File: config.mk
export PLATFORM = sky130hd
export DESIGN_NAME = hload_unit
export DESIGN_NICKNAME = d
export VERILOG_FILES = /design/src/rtl/hload_pkg.sv /design/src/rtl/hload_issue.sv /design/src/rtl/hload_lane_sort.sv /design/src/rtl/hload_stage.sv /design/src/rtl/hload_unit.sv
export SDC_FILE = /design/constraint.sdc
export NUM_CORES = 1
export LEC_CHECK = 0
export ABC_AREA = 1
export BUFFER_PORTS_ARGS = -buffer_cell sky130_fd_sc_hd__buf_2
export CAP_MARGIN = 20
export CORE_MARGIN = 5
export CORE_UTILIZATION = 41
export DETAILED_ROUTE_END_ITERATION = 12
export PLACE_DENSITY = 0.8
export SLEW_MARGIN = 10
export SYNTH_ARGS = -nofsm -noshare
export SYNTH_HDL_FRONTEND = slang
export SYNTH_SLANG_ARGS = --single-unit
File: constraint.sdc
create_clock -name clk -period 0.92 [get_ports clk]
set_input_delay 0.184 -clock clk [delete_from_list [all_inputs] [get_ports clk]]
set_output_delay 0.184 -clock clk [all_outputs]
set_load 0.02 [all_outputs]
File: src/rtl/hload_pkg.sv
package hload_pkg;
    localparam int ADDR_W = 32;
    localparam int REG_W  = 32;
    localparam int IDX_W  = 5;
    localparam int BYTE_W = 8;
    localparam int HALF_W = 2 * BYTE_W;
    localparam int LAT    = 3;

    typedef enum logic {
        ORD_BIG    = 1'b0,
        ORD_LITTLE = 1'b1
    } byte_order_e;

    typedef struct packed {
        logic               vld;
        logic [IDX_W-1:0]   dst;
        byte_order_e        order;
        logic               misal;
        logic               mmio;
        logic [HALF_W-1:0]  half;
    } stage_t;
endpackage

File: src/rtl/hload_issue.sv
module hload_issue
    import hload_pkg::*;
#(
    parameter logic [ADDR_W-1:0] MMIO_BASE = 32'hEFE0_0000,
    parameter logic [ADDR_W-1:0] MMIO_SIZE = 32'h0020_0000
) (
    input  logic              clk,
    input  logic              rst,
    input  logic              iss_valid,
    input  logic [ADDR_W-1:0] iss_addr,
    input  logic [REG_W-1:0]  iss_guard,
    input  logic              iss_little,
    input  logic [IDX_W-1:0]  iss_dst,
    output logic              mem_rd_en,
    output logic [ADDR_W-1:0] mem_rd_addr,
    output stage_t            nxt
);
    logic              fire;
    logic [ADDR_W-1:0] win_off;

    always_comb begin
        fire        = iss_valid & iss_guard[0];
        win_off     = iss_addr - MMIO_BASE;
        mem_rd_en   = fire;
        mem_rd_addr = iss_addr;
        nxt.vld     = fire;
        nxt.dst     = iss_dst;
        nxt.order   = byte_order_e'(iss_little);
        nxt.misal   = iss_addr[0];
        nxt.mmio    = (win_off < MMIO_SIZE);
        nxt.half    = '0;
    end


    guard_quiet_chk: assert property (@(posedge clk) disable iff (rst)
        (iss_valid && !iss_guard[0]) |-> !mem_rd_en);
endmodule

File: src/rtl/hload_lane_sort.sv
module hload_lane_sort
    import hload_pkg::*;
(
    input  byte_order_e        order,
    input  logic [BYTE_W-1:0]  lane_lo_addr,
    input  logic [BYTE_W-1:0]  lane_hi_addr,
    output logic [HALF_W-1:0]  half
);
    always_comb begin
        unique case (order)
            ORD_LITTLE: half = {lane_hi_addr, lane_lo_addr};
            ORD_BIG:    half = {lane_lo_addr, lane_hi_addr};
            default:    half = '0;
        endcase
    end
endmodule

File: src/rtl/hload_stage.sv
module hload_stage
    import hload_pkg::*;
(
    input  logic   clk,
    input  logic   rst,
    input  stage_t d,
    output stage_t q
);
    always_ff @(posedge clk) begin
        if (rst) q <= '0;
        else     q <= d;
    end
endmodule

File: src/rtl/hload_unit.sv
module hload_unit
    import hload_pkg::*;
#(
    parameter logic [ADDR_W-1:0] MMIO_BASE = 32'hEFE0_0000,
    parameter logic [ADDR_W-1:0] MMIO_SIZE = 32'h0020_0000
) (
    input  logic              clk,
    input  logic              rst,
    input  logic              iss_valid,
    input  logic [ADDR_W-1:0] iss_addr,
    input  logic [REG_W-1:0]  iss_guard,
    input  logic              iss_little,
    input  logic [IDX_W-1:0]  iss_dst,
    output logic              mem_rd_en,
    output logic [ADDR_W-1:0] mem_rd_addr,
    input  logic [BYTE_W-1:0] mem_rd_lane0,
    input  logic [BYTE_W-1:0] mem_rd_lane1,
    output logic              wb_en,
    output logic [IDX_W-1:0]  wb_dst,
    output logic [REG_W-1:0]  wb_data,
    output logic              wb_cache_touch,
    output logic              wb_misaligned,
    output logic              wb_mmio_hit
);
    localparam int EXT_W = REG_W - HALF_W;

    stage_t st_d [LAT];
    stage_t st_q [LAT];
    stage_t issue_bus;
    logic [HALF_W-1:0] sorted;

    hload_issue #(.MMIO_BASE(MMIO_BASE), .MMIO_SIZE(MMIO_SIZE)) u_issue (
        .clk(clk), .rst(rst), .iss_valid(iss_valid), .iss_addr(iss_addr),
        .iss_guard(iss_guard), .iss_little(iss_little), .iss_dst(iss_dst),
        .mem_rd_en(mem_rd_en), .mem_rd_addr(mem_rd_addr), .nxt(issue_bus)
    );

    // memory lanes are valid while the load sits in the first stage
    hload_lane_sort u_sort (
        .order(st_q[0].order), .lane_lo_addr(mem_rd_lane0),
        .lane_hi_addr(mem_rd_lane1), .half(sorted)
    );

    for (genvar s = 0; s < LAT; s++) begin : g_stage
        if (s == 0) begin : g_head
            assign st_d[s] = issue_bus;
        end else if (s == 1) begin : g_fill
            always_comb begin
                st_d[s]      = st_q[s-1];
                st_d[s].half = sorted;
            end
        end else begin : g_carry
            assign st_d[s] = st_q[s-1];
        end
        hload_stage u_stage (.clk(clk), .rst(rst), .d(st_d[s]), .q(st_q[s]));
    end

    always_comb begin
        wb_en          = st_q[LAT-1].vld;
        wb_dst         = st_q[LAT-1].dst;
        wb_data        = {{EXT_W{1'b0}}, st_q[LAT-1].half};
        wb_cache_touch = st_q[LAT-1].vld & ~st_q[LAT-1].mmio;
        wb_misaligned  = st_q[LAT-1].misal;
        wb_mmio_hit    = st_q[LAT-1].mmio;
    end


    latency_chk: assert property (@(posedge clk) disable iff (rst)
        (iss_valid && iss_guard[0]) |=> ##2 (wb_en && wb_dst == $past(iss_dst, 3)));

    zero_ext_chk: assert property (@(posedge clk) disable iff (rst)
        wb_en |-> (wb_data[REG_W-1:HALF_W] == '0));

    cache_touch_chk: assert property (@(posedge clk) disable iff (rst)
        wb_cache_touch |-> (wb_en && !wb_mmio_hit));

    reset_flush_chk: assert property (@(posedge clk) disable iff (rst)
        $past(rst) |-> !wb_en);
endmodule

# ---- Yosys cells after proc, flatten, opt, wreduce, memory -nomap -nowiden
# Index checks and enable logic that the tools add are counted.
dict set report word_totals {
  inputBits 89
  ff_bits 57
  out_inout_bits 74
  wordCells 22
}
dict set report op_classes {
  n_mux 1
  n_lt_le_gt_ge 1
  bitwise_logic 4
  add_sub_neg 1
}
# operator count
set ops {}
lappend ops {{32-bit by 22-bit less-than comparator with 1-bit output (second input constant)} 1}
lappend ops {{16-bit case mux with 2 select lines} 1}
lappend ops {{32-bit subtractor (second input constant)} 1}
lappend ops {{1-bit bitwise AND} 2}
lappend ops {{1-bit inverter} 2}

# ---- Longest topological paths before layout
# Gate-level depths: netlist of run 1.
dict set report depth {
  ltp_word 2
  depth_mapped 7
  mapped_depth_nobuf 7
}

# ---- By module
# Synthesis of run 1 repeated with hierarchy kept, for this count alone.
dict set report unflattened {
  cells_unflattened 391
  area_unflattened_um2 3141.8
}
# module area_each_um2 seq_area_each_um2 cells_each instances
set modules_own_cells {}
lappend modules_own_cells {hload_stage 724.4 500.5 78 3}
lappend modules_own_cells {hload_issue 550.5 0.0 86 1}
lappend modules_own_cells {hload_lane_sort 284.0 0.0 52 1}
lappend modules_own_cells {hload_unit 133.9 0.0 19 1}

# ---- Worst setup path before layout of run 1
# No wires, ideal clock.
dict set report synth_timing {
  path_kind {register -> output}
  from {register g_stage[2].u_stage.q[24] (netlist bit)}
  to {output port wb_cache_touch}
  path_stages_with_launch 3
  arrival_time_ps 762
  t_required_ps 736
  n_path_buf 0
  path_slack_ps -26
  path_cell_list {dfxtp_1 inv_1 nor2_1}
}
dict set report synth_via {
  elab_chain_cells 1
}
# item line_no
set synth_lines {}
lappend synth_lines {{start, declared} hload_stage.sv:7} ;# output stage_t q
lappend synth_lines {{start signal, assigned} hload_stage.sv:10} ;# if (rst) q <= '0;
lappend synth_lines {{start signal, assigned} hload_stage.sv:11} ;# else q <= d;
lappend synth_lines {{1-bit bitwise AND} hload_unit.sv:62} ;# wb_cache_touch = st_q[LAT-1].vld & ~st_q[LAT-1].mmio;
lappend synth_lines {{end, declared} hload_unit.sv:21} ;# output logic wb_cache_touch,
# Every way passes these cells.

# ---- Worst setup path after layout of run 1
# Ends and elaborated chain as after synthesis.

==> run_results.csv, run 1 <==
group,metric,value,unit
power_and_ir_drop,static-leakage-power,1.41,nW
logic_synthesis,netlist.top_cell.by_area,"sky130_fd_sc_hd__dfxtp_1",
placement,placement.setup.worst_slack,-0.172,ns
logic_synthesis,syn_inst,275,
global_routing,grt_max_degree,41,
critical_path,crit_path_cell_trace,"inv_1, nor2_2, buf_6",
final_layout,fin_area,2850,um2
floorplan,placeableCoreArea,5510,um2
sta,setup_total_negative_slack,-0.944,ns
sta,final-setup-viol-count,25,
clock_tree,cts.hold.buffers_added,0,
logic_synthesis,synth_area_leaders,"sky130_fd_sc_hd__dfxtp_1, sky130_fd_sc_hd__buf_4, sky130_fd_sc_hd__inv_1, sky130_fd_sc_hd__nor2_1, sky130_fd_sc_hd__nand2_1",
logic_synthesis,synthFlopType,"sky130_fd_sc_hd__dfxtp_1",
floorplan,io_pins,163,
clock_tree,tritoncts,"yes",
critical_path,crit_path_start_kind,"register",
power_and_ir_drop,switching_power,1.35,mW
global_routing,antenna_found_initial,0,
power_and_ir_drop,p_sw_share,24.5,%
final_layout,largest_register_ffs,57,
clock_tree,numCtsBuffers,9,
clock_tree,cts_max_level,3,
critical_path,worst-path-stages,3,
power_and_ir_drop,power.sequential.fraction,47.6,%
critical_path,crit_required,0.74,ns
drt,detail-route-antenna-nets,0,
placement,place.detailed.instances,385,
logic_synthesis,synth_area_per_cell,8.41,um2
floorplan,placementRows,27,
drt,dr_total_vias,1644,
sta,finalHoldViolations,0,
power_and_ir_drop,power_per_cell_area,1940,nW/um2
final_layout,finish.cell_count_without_fillers,403,
floorplan,die_width,85.1,um
final_layout,post-route-util,51.7,%
critical_path,cp_max_fanout,2,
drt,drc_viols,0,
global_routing,grt_pass1_vias,1692,
sta,finalCritPeriodShare,119,%
logic_synthesis,synth_cell_types,17,
sta,final_period_minus_worst_setup_slack,1.09,ns
run_status,run_status,"finished with violations",
placement,hpwl,3.00,mm
logic_synthesis,ff_latch_count_synth,57,
drt,route.detailed.wl_per_inst,10.3,um
placement,placement.io_buffers,75,
critical_path,r2r_cells,4,
critical_path,timing.critical_path.max_delay_family,"flip-flops",
drt,drt_wl_total,4.14,mm
power_and_ir_drop,vdd.ir_drop.worst,1.04,mV
critical_path,count_of_buffer_and_inverter_cells_on_the_critical_path,2,
clock_tree,cts.clk_slew.worst_paths,0.06,ns
run_status,failed_checks,"setup timing",
logic_synthesis,syn-cell-area,2310,um2
floorplan,die_area,7240,um2
logic_synthesis,synth_top_area_share,49.3,%
critical_path,worstSetupPathType,"register to primary output",
drt,drt-initial-drc-count,47,
worst_hold_path,hold_class,"input port to register",
final_layout,flow.area_growth_from_synthesis,23.1,%
power_and_ir_drop,internal_power,4.17,mW
sta,setup_repair_after_global_routing_missed_its_margin,"true",
logic_synthesis,synth.cells.most_frequent,"sky130_fd_sc_hd__dfxtp_1, sky130_fd_sc_hd__buf_4, sky130_fd_sc_hd__inv_1",
final_layout,insertedDiodeCount,0,
placement,gpl.final_weighted_congestion,0.750,
drt,detail_route.first_pass.iterations,4,
power_and_ir_drop,comb_power_share,11.7,%
clock_tree,cts_max_path_buffers,2,
logic_synthesis,yosys_warnings,0,
critical_path,cp_slowest_stage_delay,0.32,ns
floorplan,initial_utilization,42.0,%
critical_path,critical_path_arrival,0.91,ns
worst_hold_path,timing.hold.worst_path_depth,3,
sta,report.final.slew_viol_count,0,
critical_path,endpoint_kind,"primary output",
sta,finalHoldWorstSlack,0.0545,ns
final_layout,register_bank_with_the_most_flops,"g_stage.u_stage.q",
logic_synthesis,synth.most_common_cell,"sky130_fd_sc_hd__dfxtp_1",
global_routing,gr-usage-all-layers,12.2,%
sta,fmax,915,MHz
clock_tree,clock_sink_count,57,
global_routing,grt_overflow_total,0,
logic_synthesis,synth-edff-count,0,
clock_tree,cts_root_buffer,"sky130_fd_sc_hd__clkbuf_8",
job,number_of_max_cap_violations,0,
global_routing,grt_pass1_wl,6.84,mm
power_and_ir_drop,clockPowerShare,40.7,%
clock_tree,clock_latency,0.33,ns
logic_synthesis,async_reset_ff_share,0,%
final_layout,largest_registers,"g_stage.u_stage.q (57)",
drt,viasPerCell,4.08,
power_and_ir_drop,finalPower,5.52,mW
sta,clock-skew-final,0.00502,ns
critical_path,crit_slowest_cell,"sky130_fd_sc_hd__dfxtp_2",
floorplan,die_height,85.1,um
sta,postLayoutSetupSlackWorst,-0.173,ns
final_layout,final_layout_size_suffix_gt1_share,43.5,%
placement,placement.cell_area,2440,um2
final_layout,layout.nets,416,
logic_synthesis,seq_area_frac_synth,49.3,%
==> power groups by stage <==
| stage | registers (mW) | clock network (mW) | logic (mW) |
|---|---|---|---|
| global route | 2.64 | 2.45 | 0.711 |
| CTS | 2.63 | 2.31 | 0.636 |
| global placement | 2.66 | 0 | 0.574 |
| finish | 2.63 | 2.25 | 0.646 |
| detailed placement | 2.67 | 0 | 0.590 |
| floorplan | 2.71 | 0 | 0.562 |
==> cell type report <==
cell class | instances | area (um2)
fillers | 489 | 2660
flip-flops and latches | 57 | 1170
repair buffers | 82 | 616
multi-input cells | 129 | 587
inverters | 47 | 189
clock buffers | 11 | 141
well taps | 72 | 90.1
clock inverters | 5 | 55.1
==> kinds of logic after synthesis <==
| family | after synthesis | synth area share [%] |
|---|---|---|
| buf+inv | 104 | 27.9 |
| simple gates | 95 | 16.7 |
| flops | 57 | 49.3 |
| compound gates | 17 | 5.46 |
| fa+ha+maj | 1 | 0.541 |
| other cells | 1 | 0.162 |
==> per-layer routing <==
layer  wire length, um  track usage [%]
met5                 0                0
met4               225             10.8
met3               364             4.56
met2              2120             21.3
met1              1430             10.7
==> worst register-to-register path, stage by stage (launching register included) <==
cell and delay, ns:
sky130_fd_sc_hd__dfxtp_1 0.35, sky130_fd_sc_hd__buf_12 0.14, sky130_fd_sc_hd__buf_12 0.12, sky130_fd_sc_hd__nand2_1 0.07, sky130_fd_sc_hd__a21oi_2 0.12
==> cell usage in the layout, fill, tap and decap left out <==
cell                          n
sky130_fd_sc_hd__a21oi_1      5
sky130_fd_sc_hd__a21oi_2     11
sky130_fd_sc_hd__buf_12       3
sky130_fd_sc_hd__buf_2       51
sky130_fd_sc_hd__buf_4        4
sky130_fd_sc_hd__buf_6       24
sky130_fd_sc_hd__bufinv_16    1
sky130_fd_sc_hd__clkbuf_1     1
sky130_fd_sc_hd__clkbuf_8    10
sky130_fd_sc_hd__clkinv_2     2
sky130_fd_sc_hd__clkinv_8     1
sky130_fd_sc_hd__clkinvlp_4   2
sky130_fd_sc_hd__conb_1      16
sky130_fd_sc_hd__dfxtp_1     33
sky130_fd_sc_hd__dfxtp_2     24
sky130_fd_sc_hd__ha_1         1
sky130_fd_sc_hd__inv_1       46
sky130_fd_sc_hd__nand2_1     37
sky130_fd_sc_hd__nand2_2     10
sky130_fd_sc_hd__nand3_1      2
sky130_fd_sc_hd__nor2_1      44
sky130_fd_sc_hd__nor2_2       1
sky130_fd_sc_hd__nor3_1       1
sky130_fd_sc_hd__o21ai_0      1
==> worst paths after layout <==
kind	from	end	slack, ns
worst min-delay path	iss_little	g_stage[0].u_stage.q[18]$_SDFF_PP0_	0.05
worst min register to register	g_stage[1].u_stage.q[14]$_SDFF_PP0_	g_stage[2].u_stage.q[14]$_SDFF_PP0_	0.39
worst max-delay path	g_stage[2].u_stage.q[24]$_SDFF_PP0_	wb_cache_touch	-0.17
worst max register to register	g_stage[0].u_stage.q[18]$_SDFF_PP0_	g_stage[1].u_stage.q[8]$_SDFF_PP0_	0.06
==> repair_timing <==
action                                  CTS  global route
pin swaps                                 0             0
endpoints found under the setup margin   25            26
cloned                                    0             0
resized for setup                        70             3
buffers inserted                          0             2
hold endpoints to repair                  0             0
Note: power is estimated with default switching activity, not from simulation.
==> inputs of run 2 (changes only) <==
- CORE_ASPECT_RATIO: not set -> 1.5
- GPL_TIMING_DRIVEN: not set -> 0
- SLEW_MARGIN: 10 -> 20
==> run_results.csv, run 2 (synthesis gave the netlist of run 1 again) <==
group,metric,value,unit
run_status,run_status,"finished with violations",
run_status,failed_checks,"setup timing",
final_layout,register_bank_with_the_most_flops,"g_stage.u_stage.q",
drt,viasPerCell,3.90,
power_and_ir_drop,clockPowerShare,38.2,%
placement,hpwl,3.66,mm
clock_tree,cts.hold.buffers_added,0,
global_routing,grt_pass1_vias,1746,
floorplan,initial_utilization,42.1,%
clock_tree,numCtsBuffers,9,
global_routing,use_met2,22.6,%
critical_path,reg2reg_setup_slack,0.02,ns
power_and_ir_drop,switching_power,1.50,mW
critical_path,worstSetupPathType,"register to primary output",
drt,detail_route.first_pass.iterations,4,
drt,drc_viols,0,
power_and_ir_drop,internal_power,4.28,mW
sta,finalCritPeriodShare,117,%
placement,gpl.final_weighted_congestion,0.706,
clock_tree,cts_root_buffer,"sky130_fd_sc_hd__clkbuf_8",
power_and_ir_drop,power_per_cell_area,1710,nW/um2
critical_path,cp_max_fanout,2,
global_routing,grt_overflow_total,0,
global_routing,gr-max-usage-layer,"met2",
global_routing,grt_max_degree,12,
global_routing,grt_util_met1,12.4,%
drt,drt_wl_total,4.70,mm
final_layout,insertedDiodeCount,0,
global_routing,grt_pass1_wl,7.13,mm
critical_path,critical_path_arrival,0.89,ns
global_routing,gr-usage-all-layers,12.7,%
final_layout,layout.cells.most_common,"sky130_fd_sc_hd__buf_2",
worst_hold_path,timing.hold.worst_path_depth,3,
final_layout,layout.nets,489,
critical_path,worstReg2RegStart,"g_stage[0].u_stage.q[18]$_SDFF_PP0_",
sta,finalHoldViolations,0,
global_routing,antenna_found_initial,0,
floorplan,die_width,71.3,um
clock_tree,clock_latency,0.33,ns
floorplan,placeableCoreArea,5490,um2
sta,finalHoldWorstSlack,0.0603,ns
clock_tree,cts_max_level,3,
critical_path,critical_path.reg2reg.endpoint,"g_stage[1].u_stage.q[9]$_SDFF_PP0_",
sta,final-setup-viol-count,25,
placement,placement.cell_area,2940,um2
floorplan,io_pins,163,
critical_path,crit_path_start_kind,"register",
drt,dr_total_vias,1850,
worst_hold_path,holdCritStartpoint,"iss_dst[4]",
sta,final_period_minus_worst_setup_slack,1.08,ns
power_and_ir_drop,vdd.ir_drop.worst,0.855,mV
drt,route.detailed.wl_per_inst,9.91,um
drt,drt-initial-drc-count,23,
final_layout,num-fill-cells,489,
power_and_ir_drop,power.sequential.fraction,45.5,%
critical_path,endpoint_kind,"primary output",
final_layout,flow.area_growth_from_synthesis,45.9,%
power_and_ir_drop,static-leakage-power,1.76,nW
floorplan,die_height,102,um
power_and_ir_drop,comb_power_share,16.2,%
critical_path,r2r_cells,5,
sta,fmax,927,MHz
power_and_ir_drop,p_sw_share,25.9,%
drt,detail-route-antenna-nets,0,
worst_hold_path,hold_class,"input port to register",
floorplan,placementRows,33,
final_layout,final_layout_size_suffix_gt1_share,54.5,%
placement,placement.io_buffers,95,
final_layout,largest_register_ffs,57,
clock_tree,clock_sink_count,57,
clock_tree,tritoncts,"yes",
job,number_of_max_cap_violations,0,
clock_tree,cts.clk_slew.worst_paths,0.06,ns
sta,postLayoutSetupSlackWorst,-0.158,ns
floorplan,die_area,7280,um2
sta,setup_repair_after_global_routing_missed_its_margin,"true",
critical_path,timing.critical_path.from,"g_stage[2].u_stage.q[24]$_SDFF_PP0_",
worst_hold_path,hold-path-endpoint,"g_stage[0].u_stage.q[23]$_SDFF_PP0_",
final_layout,largest_registers,"g_stage.u_stage.q (57)",
final_layout,fin_area,3380,um2
sta,report.final.slew_viol_count,0,
global_routing,gr-usage-met3,4.43,%
clock_tree,cts_max_path_buffers,2,
critical_path,crit_required,0.74,ns
final_layout,mostFrequentLayoutCells,"sky130_fd_sc_hd__buf_2, sky130_fd_sc_hd__buf_4, sky130_fd_sc_hd__inv_1, sky130_fd_sc_hd__nor2_1, sky130_fd_sc_hd__nand2_1",
sta,clock-skew-final,0.00762,ns
==> run 2: worst max-delay path by stage <==
| stage | to |
|---|---|
| 5_1_grt | wb_cache_touch |
| 2_1_floorplan | wb_cache_touch |
| 4_1_cts | wb_cache_touch |
| 3_5_place_dp | g_stage[0].u_stage.q[16]$_SDFF_PP0_ |
| 6_report | wb_cache_touch |
| 3_3_place_gp | g_stage[0].u_stage.q[16]$_SDFF_PP0_ |
==> run 2: stage by stage <==
step                      cells  setup slack, ns  util, %  setup TNS [ns]  power, mW
after floorplan             290           0.0469        -               0       3.27
after global placement      455           -0.123     53.5          -0.123       3.51
after detailed placement    455           -0.112     53.5          -0.112       3.54
after CTS                   471           -0.175     60.2           -1.43       5.82
after global routing        474           -0.230     61.5           -1.89       6.04
final                       474           -0.158     61.5          -0.850       5.78
==> run 2: power groups by stage <==
stage                     registers (mW)  clock network [mW]  logic (mW)
after detailed placement            2.67                   0       0.869
after global placement              2.66                   0       0.850
final                               2.63                2.21       0.938
after CTS                           2.63                2.28       0.917
after floorplan                     2.71                   0       0.562
after global routing                2.64                2.39        1.02
==> run 2: repair_timing <==
| action | 4_1_cts | 5_1_grt |
|---|---|---|
| gates resized for setup | 69 | 7 |
| endpoints found under the hold margin | 0 | 0 |
| gates cloned | 0 | 3 |
| pin swaps | 0 | 1 |
| buffers inserted | 0 | 0 |
| setup endpoints to repair | 25 | 35 |
==> run 2: critical path: stages (launching register included) <==
cell and delay, ns:
sky130_fd_sc_hd__dfxtp_2 0.33, sky130_fd_sc_hd__inv_2 0.04, sky130_fd_sc_hd__nor2_4 0.09, sky130_fd_sc_hd__buf_6 0.12
==> run 2: area by class of cell <==
type | count | area [um2] | share of cell area, %
clock inverter | 7 | 71.3 | 2.11
buffer | 57 | 464 | 13.8
tap | 70 | 87.6 | 2.59
sequential | 57 | 1170 | 34.7
inverter | 47 | 184 | 5.45
multi-input combinational | 129 | 592 | 17.5
timing repair buffer | 98 | 681 | 20.2
clock buffer | 9 | 124 | 3.67
==> run 2: layer usage <==
layer	wire length, um	vias up	part of all wire (%)
met1	1700	767	36
met4	100	0	2.1
met2	2470	95	53
met5	0	-	0
met3	422	8	9.0
li1	-	980	-
==> inputs of run 3 (changes only) <==
- REMOVE_ABC_BUFFERS: not set -> 1
==> run_results.csv, run 3 (synthesis gave the netlist of run 1 again) <==
group,metric,value,unit
run_status,run_status,"finished with violations",
run_status,failed_checks,"setup timing",
critical_path,crit_required,0.74,ns
clock_tree,cts_max_level,3,
final_layout,layout.nets,409,
clock_tree,cts.hold.buffers_added,0,
final_layout,mostFrequentLayoutCells,"sky130_fd_sc_hd__buf_2, sky130_fd_sc_hd__inv_1, sky130_fd_sc_hd__nor2_1, sky130_fd_sc_hd__nand2_1, sky130_fd_sc_hd__dfxtp_1",
critical_path,cp_slowest_stage_delay,0.32,ns
final_layout,largest_registers,"g_stage.u_stage.q (57)",
global_routing,gr-usage-all-layers,14.0,%
global_routing,grt_overflow_total,0,
critical_path,critical_path_arrival,0.88,ns
clock_tree,clock_latency,0.31,ns
power_and_ir_drop,comb_power_share,9.8,%
floorplan,die_width,71.3,um
sta,postLayoutSetupSlackWorst,-0.148,ns
clock_tree,cts.repair.resized,74,
global_routing,grt_max_degree,58,
sta,final-setup-viol-count,25,
drt,drc_viols,0,
placement,placement.io_buffers,75,
clock_tree,cts_root_buffer,"sky130_fd_sc_hd__clkbuf_8",
sta,report.final.slew_viol_count,0,
power_and_ir_drop,internal_power,4.69,mW
clock_tree,clock_sink_count,57,
power_and_ir_drop,finalPower,6.03,mW
clock_tree,cts.clk_slew.worst_paths,0.06,ns
critical_path,endpoint_kind,"primary output",
drt,detail_route.first_pass.iterations,4,
power_and_ir_drop,power_per_cell_area,2160,nW/um2
floorplan,placeableCoreArea,5490,um2
final_layout,insertedDiodeCount,0,
placement,hpwl,3.98,mm
final_layout,register_bank_with_the_most_flops,"g_stage.u_stage.q",
critical_path,crit_path_cell_trace,"inv_1, nor2_1, buf_4",
clock_tree,cts_max_path_buffers,2,
drt,dr_total_vias,1604,
critical_path,crit_path_start_kind,"register",
placement,gpl.final_weighted_congestion,0.813,
clock_tree,numCtsBuffers,9,
power_and_ir_drop,static-leakage-power,1.38,nW
job,number_of_max_cap_violations,0,
drt,route.detailed.wl_per_inst,13.0,um
final_layout,final_layout_size_suffix_gt1_share,42.3,%
global_routing,grt_pass1_wl,7.45,mm
worst_hold_path,hold_class,"input port to register",
placement,place.detailed.instances,378,
sta,clock-skew-final,0.00754,ns
sta,final_period_minus_worst_setup_slack,1.07,ns
critical_path,cp_max_fanout,2,
final_layout,layout.cells.most_common,"sky130_fd_sc_hd__buf_2",
global_routing,antenna_found_initial,0,
drt,drt-initial-drc-count,75,
power_and_ir_drop,vdd.ir_drop.worst,1.29,mV
power_and_ir_drop,p_sw_share,22.3,%
critical_path,crit_slowest_cell,"sky130_fd_sc_hd__dfxtp_2",
final_layout,finish.cell_count_without_fillers,394,
floorplan,die_area,7280,um2
global_routing,grt_pass1_vias,1522,
sta,relSlewSlack,59.5,%
sta,fmax,936,MHz
power_and_ir_drop,power.sequential.fraction,43.8,%
sta,actual_transition_at_the_worst_max_transition_pin,0.607,ns
power_and_ir_drop,clockPowerShare,46.4,%
power_and_ir_drop,switching_power,1.34,mW
floorplan,initial_utilization,42.1,%
clock_tree,post_cts_buffers,0,
sta,finalHoldViolations,0,
sta,setup_repair_after_global_routing_missed_its_margin,"true",
sta,finalCritPeriodShare,116,%
floorplan,io_pins,163,
final_layout,flow.area_growth_from_synthesis,21.0,%
drt,viasPerCell,4.07,
final_layout,largest_register_ffs,57,
critical_path,worstSetupPathType,"register to primary output",
floorplan,die_height,102,um
drt,drt_wl_total,5.13,mm
floorplan,placementRows,33,
drt,detail-route-antenna-nets,0,
clock_tree,tritoncts,"yes",
## run 3: changes by cell type in the layout (fill, tap and decap cells not counted), moves of 2 or more
cell	before	now
sky130_fd_sc_hd__clkinvlp_4	3	1
sky130_fd_sc_hd__bufinv_16	1	3
sky130_fd_sc_hd__buf_6	29	23
sky130_fd_sc_hd__clkbuf_16	2	0
sky130_fd_sc_hd__buf_2	73	50
sky130_fd_sc_hd__buf_4	49	2
## run 3: final cells by class
class                           instances  area (um2)
Tap cell                               70        87.6
Fill cell                             540        2690
Clock inverter                          5         103
Timing Repair Buffer                   75         524
Inverter                               47         184
Clock buffer                           11         141
Multi-Input combinational cell        129         584
Sequential cell                        57        1170
## run 3: stage by stage
step / setup slack [ns] / cell area [um2] / TNS [ns] / hold WS (ns) / utilization, %
3_5_place_dp: -0.519 / 2370 / -19.95 / 0.368 / 43.2
2_1_floorplan: -0.0794 / 1910 / -1.09 / 0.246 / -
6_report: -0.148 / 2800 / -0.509 / 0.0642 / 51.0
4_1_cts: -0.169 / 2800 / -0.973 / 0.0468 / 51.0
5_1_grt: -0.220 / 2800 / -1.53 / 0.0380 / 51.0
3_3_place_gp: -0.505 / 2370 / -18.81 / 0.368 / 43.2
## run 3: path summary, 6_finish.rpt
check        cells after the start  slack (ns)                                   to                                 from
max                              3       -0.15                       wb_cache_touch  g_stage[2].u_stage.q[24]$_SDFF_PP0_
min                              3        0.06  g_stage[0].u_stage.q[19]$_SDFF_PP0_                           iss_dst[0]
max reg2reg                      3        0.06   g_stage[1].u_stage.q[3]$_SDFF_PP0_  g_stage[0].u_stage.q[18]$_SDFF_PP0_
min reg2reg                      2        0.39  g_stage[2].u_stage.q[17]$_SDFF_PP0_  g_stage[1].u_stage.q[17]$_SDFF_PP0_
## run 3: critical path, delay by kind of cell, from the launching register on
family | cells | cell delay (ns)
AND/OR/NAND/NOR | 1 | 0.07
flip-flops | 1 | 0.32
buffers and inverters | 2 | 0.17
## run 3: layer usage
layer / track usage, % / wire length (um)
met1: 14.3 / 1810
met2: 19.0 / 2180
met3: 13.0 / 1030
met4: 6.66 / 116
met5: 4.86 / 0
## run 3: power by group through the flow
stage	Clock, mW	Sequential (mW)	Combinational [mW]
6_report	2.80	2.64	0.593
2_1_floorplan	0	2.72	0.225
4_1_cts	2.86	2.64	0.596
3_3_place_gp	0	2.68	0.536
5_1_grt	2.98	2.65	0.655
3_5_place_dp	0	2.68	0.550
